<file path="src/rtl/lpm_pkg.sv">
package lpm_pkg;

  typedef enum logic [2:0] {
    ST_RUN    = 3'd0,
    ST_SREF   = 3'd1,
    ST_PDN    = 3'd2,
    ST_DEEP   = 3'd3,
    ST_CKOFF  = 3'd4,
    ST_REINIT = 3'd5
  } lpm_state_e;

  typedef enum logic [2:0] {
    CMD_SREF_IN   = 3'd0,
    CMD_SREF_OUT  = 3'd1,
    CMD_PDN_IN    = 3'd2,
    CMD_PDN_OUT   = 3'd3,
    CMD_DEEP_IN   = 3'd4,
    CMD_DEEP_OUT  = 3'd5,
    CMD_CKOFF_IN  = 3'd6,
    CMD_CKOFF_OUT = 3'd7
  } lpm_cmd_e;

  typedef struct packed {
    logic sref;
    logic pdn;
    logic deep;
    logic ckoff;
  } lpm_en_t;

endpackage

</file>
<file path="src/rtl/lpm_idle_timer.sv">
module lpm_idle_timer #(
  parameter int TO_W      = 8,
  parameter int UNIT_LOG2 = 5
) (
  input  logic            clk,
  input  logic            rst_n,
  input  logic            clear,
  input  logic [TO_W-1:0] timeout,
  output logic            expired
);
  localparam int CW = TO_W + UNIT_LOG2;

  logic [CW-1:0] cnt_q;
  logic [CW-1:0] limit;

  // Timeout scaled to controller clocks.
  assign limit = {timeout, {UNIT_LOG2{1'b0}}};

  always_ff @(posedge clk) begin
    if (!rst_n) begin
      cnt_q <= '0;
    end else if (clear) begin
      cnt_q <= '0;
    end else if (cnt_q != {CW{1'b1}}) begin
      cnt_q <= cnt_q + 1'b1;
    end
  end

  assign expired = (timeout != '0) && (cnt_q >= limit);

endmodule

</file>
<file path="src/rtl/lpm_state_ctrl.sv">
module lpm_state_ctrl
  import lpm_pkg::*;
(
  input  logic       clk,
  input  logic       rst_n,
  input  lpm_en_t    en,
  input  logic       idle,
  input  logic       new_req,
  input  logic       ref_due,
  input  logic       timer_exp,
  input  logic       init_done,
  output lpm_state_e state,
  output logic       cmd_valid,
  output lpm_cmd_e   cmd_code
);
  lpm_state_e st_q, st_d;
  logic       cv_d, cv_q;
  lpm_cmd_e   cc_d, cc_q;

  always_comb begin
    st_d = st_q;
    cv_d = 1'b0;
    cc_d = cc_q;
    unique case (st_q)
      ST_RUN: begin
        // Priority: deep > self-refresh > clock stop > power-down.
        if (en.deep && idle) begin
          st_d = ST_DEEP;  cv_d = 1'b1; cc_d = CMD_DEEP_IN;
        end else if (en.sref && idle) begin
          st_d = ST_SREF;  cv_d = 1'b1; cc_d = CMD_SREF_IN;
        end else if (en.ckoff && idle) begin
          st_d = ST_CKOFF; cv_d = 1'b1; cc_d = CMD_CKOFF_IN;
        end else if (en.pdn && timer_exp && idle && !ref_due) begin
          st_d = ST_PDN;   cv_d = 1'b1; cc_d = CMD_PDN_IN;
        end
      end
      ST_SREF: begin
        // Refresh is internal to the memory here; ref_due is not looked at.
        if (!en.sref || new_req) begin
          st_d = ST_RUN; cv_d = 1'b1; cc_d = CMD_SREF_OUT;
        end
      end
      ST_PDN: begin
        if (ref_due || new_req || !en.pdn) begin
          st_d = ST_RUN; cv_d = 1'b1; cc_d = CMD_PDN_OUT;
        end
      end
      ST_DEEP: begin
        if (!en.deep) begin
          st_d = ST_REINIT; cv_d = 1'b1; cc_d = CMD_DEEP_OUT;
        end
      end
      ST_CKOFF: begin
        if (!en.ckoff) begin
          st_d = ST_RUN; cv_d = 1'b1; cc_d = CMD_CKOFF_OUT;
        end
      end
      ST_REINIT: begin
        if (init_done) st_d = ST_RUN;
      end
      default: st_d = ST_RUN;
    endcase
  end

  always_ff @(posedge clk) begin
    if (!rst_n) begin
      st_q <= ST_RUN;
      cv_q <= 1'b0;
      cc_q <= CMD_SREF_IN;
    end else begin
      st_q <= st_d;
      cv_q <= cv_d;
      cc_q <= cc_d;
    end
  end

  assign state     = st_q;
  assign cmd_valid = cv_q;
  assign cmd_code  = cc_q;

endmodule

</file>
<file path="src/rtl/lpm_pin_ctrl.sv">
module lpm_pin_ctrl
  import lpm_pkg::*;
(
  input  lpm_state_e state,
  input  logic       ckoff_en,
  output logic       cke,
  output logic       clk_run,
  output logic       reinit_req
);
  always_comb begin
    cke        = 1'b1;
    clk_run    = 1'b1;
    reinit_req = 1'b0;
    unique case (state)
      ST_SREF:   begin cke = 1'b0; clk_run = !ckoff_en; end
      ST_PDN:    cke = 1'b0;
      ST_DEEP:   cke = 1'b0;
      ST_CKOFF:  clk_run = 1'b0;
      ST_REINIT: reinit_req = 1'b1;
      default:   ;
    endcase
  end
endmodule

</file>
<file path="src/rtl/lpm_power_mgr.sv">
module lpm_power_mgr
  import lpm_pkg::*;
#(
  parameter int TO_W      = 8,
  parameter int UNIT_LOG2 = 5
) (
  input  logic            clk,
  input  logic            rst_n,
  input  logic            sref_en,
  input  logic            pdn_en,
  input  logic            deep_en,
  input  logic            ckoff_en,
  input  logic [TO_W-1:0] idle_timeout,
  input  logic            req_pending,
  input  logic            req_new,
  input  logic            refresh_due,
  input  logic            init_done,
  output logic            cke,
  output logic            clk_run,
  output logic            pm_cmd_valid,
  output logic [2:0]      pm_cmd_code,
  output logic            reinit_req,
  output logic [2:0]      pm_state
);
  lpm_en_t    en;
  lpm_state_e state;
  lpm_cmd_e   code;
  logic       idle;
  logic       timer_exp;
  logic       timer_clr;

  assign en        = '{sref: sref_en, pdn: pdn_en, deep: deep_en, ckoff: ckoff_en};
  assign idle      = !req_pending && !req_new;
  assign timer_clr = !idle || (state != ST_RUN);

  lpm_idle_timer #(.TO_W(TO_W), .UNIT_LOG2(UNIT_LOG2)) u_timer (
    .clk     (clk),
    .rst_n   (rst_n),
    .clear   (timer_clr),
    .timeout (idle_timeout),
    .expired (timer_exp)
  );

  lpm_state_ctrl u_fsm (
    .clk       (clk),
    .rst_n     (rst_n),
    .en        (en),
    .idle      (idle),
    .new_req   (req_new),
    .ref_due   (refresh_due),
    .timer_exp (timer_exp),
    .init_done (init_done),
    .state     (state),
    .cmd_valid (pm_cmd_valid),
    .cmd_code  (code)
  );

  lpm_pin_ctrl u_pins (
    .state      (state),
    .ckoff_en   (ckoff_en),
    .cke        (cke),
    .clk_run    (clk_run),
    .reinit_req (reinit_req)
  );

  assign pm_state    = state;
  assign pm_cmd_code = code;

endmodule

</file>
<file path="config.mk">
export PLATFORM = sky130hd
export DESIGN_NAME = lpm_power_mgr
export DESIGN_NICKNAME = d
export VERILOG_FILES = /design/src/rtl/lpm_pkg.sv /design/src/rtl/lpm_idle_timer.sv /design/src/rtl/lpm_state_ctrl.sv /design/src/rtl/lpm_pin_ctrl.sv /design/src/rtl/lpm_power_mgr.sv
export SDC_FILE = /design/constraint.sdc
export NUM_CORES = 1
export LEC_CHECK = 0
export ABC_AREA = 1
export BUFFER_PORTS_ARGS = -buffer_cell sky130_fd_sc_hd__buf_2
export CORE_ASPECT_RATIO = 2
export CORE_MARGIN = 1
export CORE_UTILIZATION = 49
export DETAILED_ROUTE_END_ITERATION = 7
export PLACE_DENSITY = 0.85
export SETUP_SLACK_MARGIN = 0.02
export SYNTH_ARGS = -nofsm -noshare
export SYNTH_HDL_FRONTEND = slang
export SYNTH_SLANG_ARGS = --single-unit
export TNS_END_PERCENT = 1
</file>
<file path="constraint.sdc">
create_clock -name clk -period 1.62 [get_ports clk]
set_input_delay 0.081 -clock clk [delete_from_list [all_inputs] [get_ports clk]]
set_output_delay 0.081 -clock clk [all_outputs]
set_load 0.1 [all_outputs]
</file>
==> key figures, run 1 <==
Logic synthesis
  – Mapped Cells: 233
  – Yosys warning count: 0
  – Syn_area_per_cell: 6.32 µm²
  – Top cells by area, synth: dfxtp_1, inv_1, nand2_1
  – Syn nets: 261
  – Cell accounting for the most synthesized area: dfxtp_1
  – FF+latch count, synth: 20
  – Cell area after synthesis: approximately 1500 µm²
  – Post-synthesis sequential area ratio: a little over a quarter
  – Synth unique cells: 23
  – Post-synth top area share: 27.2%

Critical path
  – Type of element capturing the critical path: flop
  – Setup Crit Path Kind: flop to flop
  – Critical Path Start Type: flop
  – Critical path peak fanout: 7
  – CP arrival: 1.81 ns
  – Critical Path RT: 1.79 ns

Place
  – Cell area after placement: 1820 µm²
  – Post-DP HPWL: between 3000 and 4000 µm
  – DP Worst Slack: -0.0523 ns
  – RePlAce Congestion: 0.850
  – IO Port Bufs: 27

Pwr
  – Max VDD drop: 0.000913 V
  – Psw: 0.00179 W
  – Seq pwr share: 21.2%
  – Comb power frac: 67.7%
  – P_leak: roughly 1.0 nW
  – Pwr/cell area: 1530 nW/µm²
  – Int Pwr: 0.00127 W
  – Sw frac: 58.6%
  – Clk pwr share: 11.0%

Die
  – Starting density of the core: between 50% and 60%
  – Chip Width: between 40 and 50 µm
  – I/O pins: 28
  – Die area: 3240 µm²
  – Num rows: 27
  – Die Height: 79.5 µm
  – Core area: 2800 µm²

STA
  – Final worst slack: -0.0203 ns
  – RSZ-0062 raised after global routing: true
  – Worst slew margin: 63.2%
  – Post-Route Setup TNS: -0.0343 ns
  – Fin crit share: 101%
  – Skew final: 0.00123 ns
  – Min Hold Slack: 0.0831 ns
  – Worst-margin pin slew: 0.546 ns
  – Minimum clock period: 1.64 ns
  – Max-slew violations: 0
  – Fmax: 0.610 GHz
  – Final setup viols: 4
  – Fin. Hold Viols: 0

Drt
  – Wire length per cell: 14.5 µm
  – DR pass1 iterations: 4
  – DR iter-0 viols: 50
  – DRC errors left: 0
  – Vias: about 1,700
  – Vias per inst: around 5.5
  – DRT antenna net count: 0
  – Final wirelength: 4520 µm

GRT
  – Initial antenna violation count: 0
  – Tot GR Track Use: 31.1%
  – First-pass GRT wire length: 6870 µm
  – Vias in the first global route: 1,663
  – Remaining global-route overflow: 0
  – Largest net degree at the start of global routing: 12

Clock tree
  – CTS sink count: 20
  – Clk_lat worst skew: around 0.27 ns
  – Reg clk slew, reported paths: 0.07 ns
  – Num CTS Buffers: 3
  – Clock root buffer: clkbuf_8
  – CTS tree: built
  – H-tree levels: 1
  – Max Buffers Root-to-Sink: 2

Run status
  – Failing checks: setup timing
  – Status: finished, violations left

Finish
  – Share of layout cells above drive strength 1: 33.6%
  – Antenna cells: 0
  – Post-route cell area: ~2000 µm²
  – Layout area overhead: 36.3%
  – Final nets: 312

Worst hold path
  – Worst hold path type: primary input to flop

Run
  – Max Cap Viol: 0
stage by stage:
step           std cells  util, %  power [W]
3_5_place_dp         306     64.8    0.00261
5_1_grt              312     71.6    0.00330
4_1_cts              310     68.5    0.00301
3_3_place_gp         306     64.8    0.00259
2_1_floorplan        233        -    0.00220
6_report             312     71.6    0.00306
registers in the layout (all words and copies together), names as in the netlist:
register / count
u_timer.cnt_q: 13
u_fsm.cmd_valid: 1
u_fsm.cmd_code: 3
u_fsm.state: 3
worst paths after layout:
check | startpoint | end | slack, ns | cells after the start
setup reg to reg | u_timer.cnt_q[5] | u_fsm.cmd_code[1] | -0.02 | 13
hold reg to reg | u_fsm.cmd_code[0] | u_fsm.cmd_code[0] | 0.48 | 2
hold / removal | rst_n | u_fsm.state[2] | 0.08 | 3
setup / recovery | u_timer.cnt_q[5] | u_fsm.cmd_code[1] | -0.02 | 13
metal layers:
layer	vias to the layer above	share of wire [%]	global-route usage, %
met4	0	6.8	21.7
li1	832	-	-
met5	-	0	0
met2	59	57	58.9
met3	29	3.0	6.41
met1	786	33	23.4
cell usage after synthesis (all sizes together):
cell / instances
o21ai: 10
nor3: 7
nand4: 9
a21oi: 13
ha: 10
a21o: 1
xnor2: 4
xor2: 3
nor4: 2
a211oi: 1
and3: 1
nand2: 50
nor3b: 1
dfxtp: 20
nand3: 14
nor2: 37
inv: 50
power groups by stage:
stage / clock (W) / combinational (W) / sequential (W)
after floorplan: 0 / 0.000962 / 0.00124
after global placement: 0 / 0.00193 / 0.000658
after detailed placement: 0 / 0.00195 / 0.000661
after CTS: 0.000346 / 0.00202 / 0.000650
after global routing: 0.000365 / 0.00227 / 0.000669
final: 0.000338 / 0.00207 / 0.000650
layout make-up:
type | count | area [µm²]
Timing Repair Buffer | 46 | 293
Tap cell | 29 | 36.3
Clock inverter | 1 | 3.75
Multi-Input combinational cell | 163 | 1030
Clock buffer | 3 | 41.3
Inverter | 50 | 188
Fill cell | 230 | 797
Sequential cell | 20 | 419
placed cells by master, fill, tap and decap left out:
master and count:
nand2_1 44, dfxtp_1 9, nand3_1 11, dfxtp_2 9, buf_4 19, nor2_2 5, nand2_2 6, dfxtp_4 2
nand4_1 9, buf_12 1, a21oi_4 1, nor2_1 32, xnor2_1 4, o21ai_1 1, nor3_1 2, a21oi_1 11
buf_2 26, clkinv_1 1, nand3_2 1, a211oi_2 1, clkbuf_8 3, and3_1 1, a21o_1 1, nor3_4 2
inv_1 44, nand3_4 2, xor2_1 3, ha_1 4, nor3_2 3, nor4_1 2, ha_4 6, o21ai_0 9
a21oi_2 1, nor3b_2 1, inv_2 6
critical path, stage by stage (launching register included):
cell	delay, ns
dfxtp_2	0.33
inv_2	0.05
ha_4	0.25
inv_2	0.02
nor2_1	0.07
nand2_1	0.08
nor2_1	0.10
nand2_1	0.06
nand3_1	0.08
nand2_2	0.07
nand3_4	0.12
nand4_1	0.14
nand2_1	0.12
nor2_1	0.05
cell families after synthesis:
logic type	synth area share [%]
AOI/OAI and AO/OA	9.18
adders and majority gates	8.50
and+or+nand+nor	38.2
xor gates and xnor gates	4.16
DFF	27.2
buffers and inverters	12.7
what timing repair did:
item,in CTS,in global routing
setup buffers,0,2
pin swaps,6,7
gates cloned,0,0
gates resized for setup,11,17
hold buffers,0,0
endpoints found under the setup margin,8,15
Note: power is estimated with default switching activity, not from simulation.
==> run 2, diff against run 1 <==
--- a/config.mk
+++ b/config.mk
@@ -7,3 +7,2 @@
 export LEC_CHECK = 0
-export ABC_AREA = 1
 export BUFFER_PORTS_ARGS = -buffer_cell sky130_fd_sc_hd__buf_2
@@ -11,5 +10,5 @@
 export CORE_MARGIN = 1
-export CORE_UTILIZATION = 49
+export CORE_UTILIZATION = 50
 export DETAILED_ROUTE_END_ITERATION = 7
-export PLACE_DENSITY = 0.85
+export PLACE_DENSITY = 0.84
 export SETUP_SLACK_MARGIN = 0.02
==> constraint.sdc (replaced) <==
create_clock -name clk -period 1.83 [get_ports clk]
set_input_delay 0 -clock clk [delete_from_list [all_inputs] [get_ports clk]]
set_output_delay 0 -clock clk [all_outputs]
set_load 0.1 [all_outputs]
==> run 2 against run 1 <==
Against the previous run:
- sequential cell count is the same
- the run still ends with setup timing left
- die area decreased by 13%
- largest cell class unchanged
- total power down 54%
- first-iteration DRC count decreased by 12%
- critical endpoint is now u_fsm.state[2]
- clock power up 30%
- setup slack lost 0.090 ns
- wire length fell by 17%
- register-to-register slack got worse by 0.09 ns
- count of clock-buffer cells in the layout stayed put
- sequential share of layout area increased by 3.9 points
==> key figures, run 2 <==
GRT
  – First-pass GRT wire length: 6170 µm (was 6870 µm)
  – Remaining global-route overflow: 0 (unchanged)
  – Vias in the first global route: 1,458 (was 1,663)
  – GRT busiest layer: met2 (unchanged)
  – Largest net degree at the start of global routing: 14 (was 12)
  – Routing usage on met2: 58.4% (was 58.9%)
  – Tot GR Track Use: 30.3% (was 31.1%)
  – Met3 usage: 3.58% (was 6.41%)
  – Initial antenna violation count: 0 (unchanged)
  – Met1 usage: 26.4% (was 23.4%)

Die
  – Die area: 2820 µm² (was 3240 µm²)
  – I/O pins: 28 (unchanged)
  – Num rows: 25 (was 27)
  – Core area: 2410 µm² (was 2800 µm²)
  – Chip Width: 38.0 µm (was 40.8 µm)
  – Die Height: 74.1 µm (was 79.5 µm)
  – Starting density of the core: 53.9% (was 52.5%)

Critical path
  – Critical Path Most Common Cell: nand4_1
  – Critical path peak fanout: 5 (was 7)
  – FF-to-FF path depth: 8 (was 13)
  – Worst R2R End: u_fsm.state[2] (was u_fsm.cmd_code[1])
  – Critical Path Start Type: flop (unchanged)
  – Type of element capturing the critical path: flop (unchanged)
  – FF-to-FF setup slack: -0.11 ns (was -0.02 ns)
  – Bufs and invs on worst path: 1 (was 2)
  – CP arrival: 2.10 ns (was 1.81 ns)
  – R2r startpoint: u_timer.cnt_q[8] (was u_timer.cnt_q[5])
  – Crit path cell chain: ha_4 -> and4b_1 -> nand4_1 -> a311o_1 -> o2111ai_2 -> nand4_1 -> buf_4 -> mux2i_1 (was inv_2 -> ha_4 -> inv_2 -> nor2_1 -> nand2_1 -> nor2_1 -> nand2_1 -> nand3_1 -> nand2_2 -> nand3_4 -> nand4_1 -> nand2_1 -> nor2_1)
  – Critical Path RT: 1.99 ns (was 1.79 ns)
  – Critical Path Slowest Stage Cell: dfxtp_2 (unchanged)
  – Setup Crit Path Kind: flop to flop (unchanged)
  – Delay-heaviest family, CP: simple AND/OR/NAND/NOR gates (unchanged)
  – Critical path's largest stage delay: 0.34 ns (was 0.33 ns)

STA
  – Fin crit share: 106% (was 101%)
  – Max-slew violations: 0 (unchanged)
  – Minimum clock period: 1.94 ns (was 1.64 ns)
  – Fmax: 0.515 GHz (was 0.610 GHz)
  – Skew final: 0.00794 ns (was 0.00123 ns)
  – Final worst slack: -0.110 ns (was -0.0203 ns)
  – Worst slew margin: 67.5% (was 63.2%)
  – Final setup viols: 5 (was 4)
  – Worst-margin pin slew: 0.491 ns (was 0.546 ns)
  – RSZ-0062 raised after global routing: true (unchanged)
  – Fin. Hold Viols: 0 (unchanged)

Pwr
  – Int Pwr: 0.000878 W (was 0.00127 W)
  – Max VDD drop: 0.000835 V (was 0.000913 V)
  – Comb power frac: 33.9% (was 67.7%)
  – Clk pwr share: 31.3% (was 11.0%)
  – Total Power: 0.00141 W (was 0.00306 W)
  – P_leak: 0.695 nW (was 1.01 nW)
  – Pwr/cell area: 850 nW/µm² (was 1530 nW/µm²)
  – Psw: 0.000532 W (was 0.00179 W)
  – Seq pwr share: 34.8% (was 21.2%)
  – Sw frac: 37.8% (was 58.6%)

Logic synthesis
  – Post-synth top area share: 30.8% (was 27.2%)
  – Syn nets: 192 (was 261)
  – Mapped Cells: 164 (was 233)
  – Syn_area_per_cell: 7.92 µm² (was 6.32 µm²)
  – Post-synthesis sequential area ratio: 30.8% (was 27.2%)
  – Cell area after synthesis: 1300 µm² (was 1470 µm²)
  – Top post-synthesis cells by count: nor2_1, dfxtp_1, nand2_1, inv_1 (was inv_1, nand2_1, nor2_1, dfxtp_1, a21oi_1)
  – Ys async rst share: 0% (unchanged)
  – Number of synthesized flops with an enable pin: 0 (unchanged)
  – Synth unique cells: 40 (was 23)
  – FF+latch count, synth: 20 (unchanged)
  – Most used DFF post-synth: dfxtp_1 (unchanged)
  – Cell accounting for the most synthesized area: dfxtp_1 (unchanged)
  – Most frequent cell after synthesis: nor2_1
  – Yosys warning count: 0 (unchanged)
  – Top cells by area, synth: dfxtp_1, ha_1, nor2_1 (was dfxtp_1, inv_1, nand2_1)

Run
  – Max Cap Viol: 0 (unchanged)

Drt
  – DR iter-0 viols: 44 (was 50)
  – Wire length per cell: 16.4 µm (was 14.5 µm)
  – DR pass1 iterations: 5 (was 4)
  – Vias: 1,390 (was 1,706)
  – DRC errors left: 0 (unchanged)
  – DRT antenna net count: 0 (unchanged)
  – Final wirelength: 3750 µm (was 4520 µm)
  – Vias per inst: 6.07 (was 5.47)

Clock tree
  – CTS sink count: 20 (unchanged)
  – Clk_lat worst skew: 0.26 ns (was 0.27 ns)
  – CTS tree: built (unchanged)
  – Reg clk slew, reported paths: 0.08 ns (was 0.07 ns)
  – H-tree levels: 1 (unchanged)
  – Max Buffers Root-to-Sink: 2 (unchanged)
  – Clock root buffer: clkbuf_8 (unchanged)
  – Hold-fix buffers at CTS: 0 (unchanged)
  – Num CTS Buffers: 3 (unchanged)

Finish
  – Final nets: 231 (was 312)
  – Most frequent cells in the layout: buf_2, nor2_1, nand2_1, dfxtp_1, inv_1 (was inv_1, nand2_1, nor2_1, buf_2, buf_4)
  – Fill cells: 177 (was 230)
  – Max reg flops: 13 (unchanged)
  – Commonest non-fill, non-tap cell in the layout: buf_2
  – Most flops, register: u_timer.cnt_q (unchanged)
  – Antenna cells: 0 (unchanged)
  – Layout area overhead: 27.7% (was 36.3%)
  – Share of layout cells above drive strength 1: 30.2% (was 33.6%)
  – Post-route core utilization: 68.9% (was 71.6%)

Place
  – IO Port Bufs: 27 (unchanged)
  – Post-DP HPWL: 2890 µm (was 3270 µm)
  – RePlAce Congestion: 0.788 (was 0.850)

Run status
  – Failing checks: setup timing (unchanged)
  – Status: finished, violations left (unchanged)

Worst hold path
  – Min-delay src: rst_n (unchanged)
  – Min-Delay Path Depth: 3 (unchanged)
  – Hold Path Sink: u_fsm.cmd_code[1] (was u_fsm.state[2])
  – Worst hold path type: primary input to flop (unchanged)
run 2: cell types whose count changed after synthesis, sizes merged, moves of 4 or more:
cell	delta
inv	-36
nand2	-36
nor2	-12
nand3	-9
a21oi	-7
nor3	-7
o211ai	+4
run 2: repair_timing:
action	4_1_cts	5_1_grt
setup buffers	1	0
setup endpoints to repair	6	10
pin swaps	4	1
resized for setup	6	1
run 2: logic make-up after synthesis:
logic type | synth area share (%)
simple gates | 30.1
compound gates | 15.8
mux | 2.31
xor+xnor | 6.07
fa+ha+maj | 9.63
buf+inv | 5.30
flops | 30.8
run 2: layout make-up:
type | count | area, µm² | area share, %
tap | 27 | 33.8 | 2.04
inverter | 14 | 52.6 | 3.17
clock inverter | 1 | 30.0 | 1.81
timing repair buffer | 38 | 218 | 13.1
sequential | 20 | 410 | 24.7
multi-input combinational | 126 | 873 | 52.6
clock buffer | 3 | 41.3 | 2.49
run 2: how the worst max path moves through the flow:
stage | start | to | slack (ns) | depth (start not counted)
floorplan | u_fsm.state[1] | u_fsm.state[0] | 0.002 | 6
global placement | u_timer.cnt_q[10] | u_fsm.cmd_code[2] | -0.01 | 7
detailed placement | u_timer.cnt_q[8] | u_fsm.state[0] | -0.11 | 7
CTS | u_timer.cnt_q[7] | u_fsm.state[2] | -0.04 | 8
global route | u_timer.cnt_q[8] | u_fsm.state[2] | -0.16 | 8
finish | u_timer.cnt_q[8] | u_fsm.state[2] | -0.11 | 8
run 2: tightest hold or removal path, cell delays in order:
cell,delay (ns)
buf_2,0.14
nand2_1,0.07
mux2i_1,0.06
run 2: stage by stage:
step / TNS, ns / cell area (µm²) / setup WS (ns) / instances / hold WS [ns]
4_1_cts: -0.0511 / 1660 / -0.0371 / 229 / 0.0457
3_5_place_dp: -0.212 / 1550 / -0.114 / 224 / 0.321
2_1_floorplan: 0 / 1320 / 0.00230 / 164 / 0.139
5_1_grt: -0.561 / 1660 / -0.156 / 229 / 0.0507
3_3_place_gp: -0.0113 / 1550 / -0.0113 / 224 / 0.313
6_report: -0.276 / 1660 / -0.110 / 229 / 0.0489
run 2: power groups by stage:
stage / combinational (W) / sequential [W] / clock, W
2_1_floorplan: 0.000195 / 0.000664 / 0
3_3_place_gp: 0.000454 / 0.000498 / 0
5_1_grt: 0.000498 / 0.000493 / 0.000457
4_1_cts: 0.000476 / 0.000490 / 0.000444
6_report: 0.000478 / 0.000491 / 0.000441
3_5_place_dp: 0.000465 / 0.000500 / 0
run 2: layer usage:
metal	up-vias	part of all wire (%)
met4	0	6.6
li1	659	-
met2	55	57
met5	-	0
met1	654	33
met3	22	3.4
==> run 3, diff against run 2 <==
ABC_AREA = 1   (was default)
PLACE_DENSITY = 0.83   (was 0.84)
==> run 3 against run 2 <==
Against the previous run:
- via count grew 17%
- global-route usage fell by 4.1 points
- sequential cell count is the same
- clock skew decreased by 0.0043 ns
- critical path depth is 2 higher
- sequential share of layout area decreased by 2.7 points
- sequential power is 20% higher
- the flow now finishes without violations
- setup slack improved by 0.17 ns
- combinational power grew to 3.6 times the previous value
- clock power about the same
- final cell count up 32%
==> key figures, run 3 (same netlist as run 1, synthesis figures left out) <==
Run status
  – Status: finished, final reports clean (was finished, violations left)

STA
  – Max-slew violations: 0 (unchanged)
  – Fin. Hold Viols: 0 (unchanged)
  – Skew final: 0.00359 ns (was 0.00794 ns)
  – RSZ-0062 raised after global routing: true (unchanged)
  – Final setup viols: 0 (was 5)
  – Worst slew margin: 63.7% (was 67.5%)
  – Fin crit share: 96.6% (was 106%)
  – Fmax: 0.566 GHz (was 0.515 GHz)
  – Minimum clock period: 1.77 ns (was 1.94 ns)
  – Worst-margin pin slew: 0.539 ns (was 0.491 ns)

Finish
  – Layout area overhead: 26.3% (was 27.7%)
  – Max reg flops: 13 (unchanged)
  – Final nets: 303 (was 231)
  – Most frequent cells in the layout: inv_1, nand2_1, nor2_1, buf_2, dfxtp_1 (was buf_2, nor2_1, nand2_1, dfxtp_1, inv_1)
  – Antenna cells: 0 (unchanged)
  – Multi-input logic area: 942 µm² (was 873 µm²)
  – Share of layout cells above drive strength 1: 25.2% (was 30.2%)
  – Commonest non-fill, non-tap cell in the layout: inv_1 (was buf_2)
  – FF/Latch Area: 410 µm² (unchanged)
  – Fill cells: 246 (was 177)
  – Non-filler cells, final: 303 (was 229)
  – Most flops, register: u_timer.cnt_q (unchanged)

Drt
  – Metal3 WL: 113 µm (was 126 µm)
  – Vias: 1,623 (was 1,390)
  – DR pass1 iterations: 4 (was 5)
  – Final wirelength: 3950 µm (was 3750 µm)
  – DRT antenna net count: 0 (unchanged)
  – Vias per inst: 5.36 (was 6.07)
  – DRC errors left: 0 (unchanged)
  – Max layer used: met4 (unchanged)
  – Met2 wire len: 2300 µm (was 2140 µm)
  – DR iter-0 viols: 27 (was 44)
  – Wire length on met1: 1300 µm (was 1230 µm)
  – Wire length per cell: 13.0 µm (was 16.4 µm)

Die
  – Num rows: 27 (was 25)
  – Die Height: 78.8 µm (was 74.1 µm)
  – Chip Width: 40.4 µm (was 38.0 µm)
  – Die area: 3180 µm² (was 2820 µm²)
  – Starting density of the core: 53.2% (was 53.9%)
  – I/O pins: 28 (unchanged)
  – Core area: 2770 µm² (was 2410 µm²)

Place
  – Cells after DPL: 296 (was 224)
  – Post-DP HPWL: 3030 µm (was 2890 µm)
  – RePlAce Congestion: 0.873 (was 0.788)
  – IO Port Bufs: 27 (unchanged)

Critical path
  – Critical Path RT: 2.03 ns (was 1.99 ns)
  – Critical Path Start Type: flop (unchanged)
  – Setup Crit Path Kind: flop to flop (unchanged)
  – Type of element capturing the critical path: flop (unchanged)
  – Critical path peak fanout: 7 (was 5)
  – CP arrival: 1.97 ns (was 2.10 ns)

GRT
  – Remaining global-route overflow: 0 (unchanged)
  – Largest net degree at the start of global routing: 13 (was 14)
  – First-pass GRT wire length: 5780 µm (was 6170 µm)
  – Initial antenna violation count: 0 (unchanged)
  – Tot GR Track Use: 26.2% (was 30.3%)
  – Vias in the first global route: 1,547 (was 1,458)

Clock tree
  – Num CTS Buffers: 3 (unchanged)
  – CTS tree: built (unchanged)
  – Clk_lat worst skew: 0.26 ns (about the same)
  – Clock root buffer: clkbuf_8 (unchanged)
  – Max Buffers Root-to-Sink: 2 (unchanged)
  – Reg clk slew, reported paths: 0.08 ns (about the same)
  – CTS sink count: 20 (unchanged)
  – H-tree levels: 1 (unchanged)

Pwr
  – Pwr/cell area: 1480 nW/µm² (was 850 nW/µm²)
  – Max VDD drop: 0.000820 V (was 0.000835 V)
  – P_leak: 0.977 nW (was 0.695 nW)
  – Total Power: 0.00275 W (was 0.00141 W)

Run
  – Max Cap Viol: 0 (unchanged)

Worst hold path
  – Worst hold path type: primary input to flop (unchanged)
run 3: cell types whose count changed in the layout (fill, tap and decap cells not counted), moves of 6 or more:
cell | previous run | this run
a21oi_1 | 6 | 12
nand2_1 | 14 | 46
nor2_1 | 21 | 33
inv_1 | 13 | 47
run 3: metal layers:
| layer | up-vias | global-route usage [%] |
|---|---|---|
| li1 | 823 | - |
| met1 | 731 | 17.1 |
| met2 | 48 | 51.1 |
| met3 | 21 | 3.91 |
| met4 | 0 | 21.3 |
| met5 | - | 0 |
run 3: metrics by stage:
stage / setup TNS, ns / utilization, % / hold slack, ns / cell area [µm²] / worst slack, ns
6_report: 0 / 67.2 / 0.249 / 1860 / 0.0623
2_1_floorplan: 0 / - / 0.112 / 1500 / 0.0537
3_5_place_dp: 0 / 62.3 / 0.280 / 1730 / 0.0757
3_3_place_gp: 0 / 62.3 / 0.284 / 1730 / 0.105
4_1_cts: 0 / 65.2 / 0.219 / 1810 / 0.0435
5_1_grt: -0.118 / 67.2 / 0.288 / 1860 / -0.0594
run 3: final timing paths:
check / slack (ns) / startpoint / cells past startpoint / to
worst max register to register: 0.06 / u_timer.cnt_q[10] / 10 / u_fsm.cmd_code[2]
worst min-delay path: 0.25 / deep_en / 5 / u_fsm.state[1]
worst max-delay path: 0.06 / u_timer.cnt_q[10] / 10 / u_fsm.cmd_code[2]
worst min register to register: 0.44 / u_fsm.cmd_code[0] / 2 / u_fsm.cmd_code[0]
run 3: report_power, final:
part	switching (W)	internal (W)
clock network	0.000150	0.000292
registers	0.0000661	0.000521
logic	0.00135	0.000373
run 3: final cells by class:
class	instances	area share, %
Clock buffer	3	2.22
Clock inverter	1	1.61
Inverter	50	10.1
Multi-Input combinational cell	163	50.6
Sequential cell	20	22.1
Tap cell	29	1.95
Timing Repair Buffer	37	11.4
run 3: what timing repair did:
item,4_1_cts,5_1_grt
hold buffers,1,0
setup endpoints to repair,0,9
resized for setup,0,10
endpoints found under the hold margin,1,0
setup buffers,0,2
run 3: critical path: stages (launching register included):
cell     delay [ns]
dfxtp_1        0.41
ha_1           0.29
a21oi_1        0.16
nor2_1         0.06
nor2_1         0.11
nand3_2        0.09
nand2_2        0.10
nand3_4        0.13
nand4_1        0.20
nand2_1        0.07
nor2_1         0.08
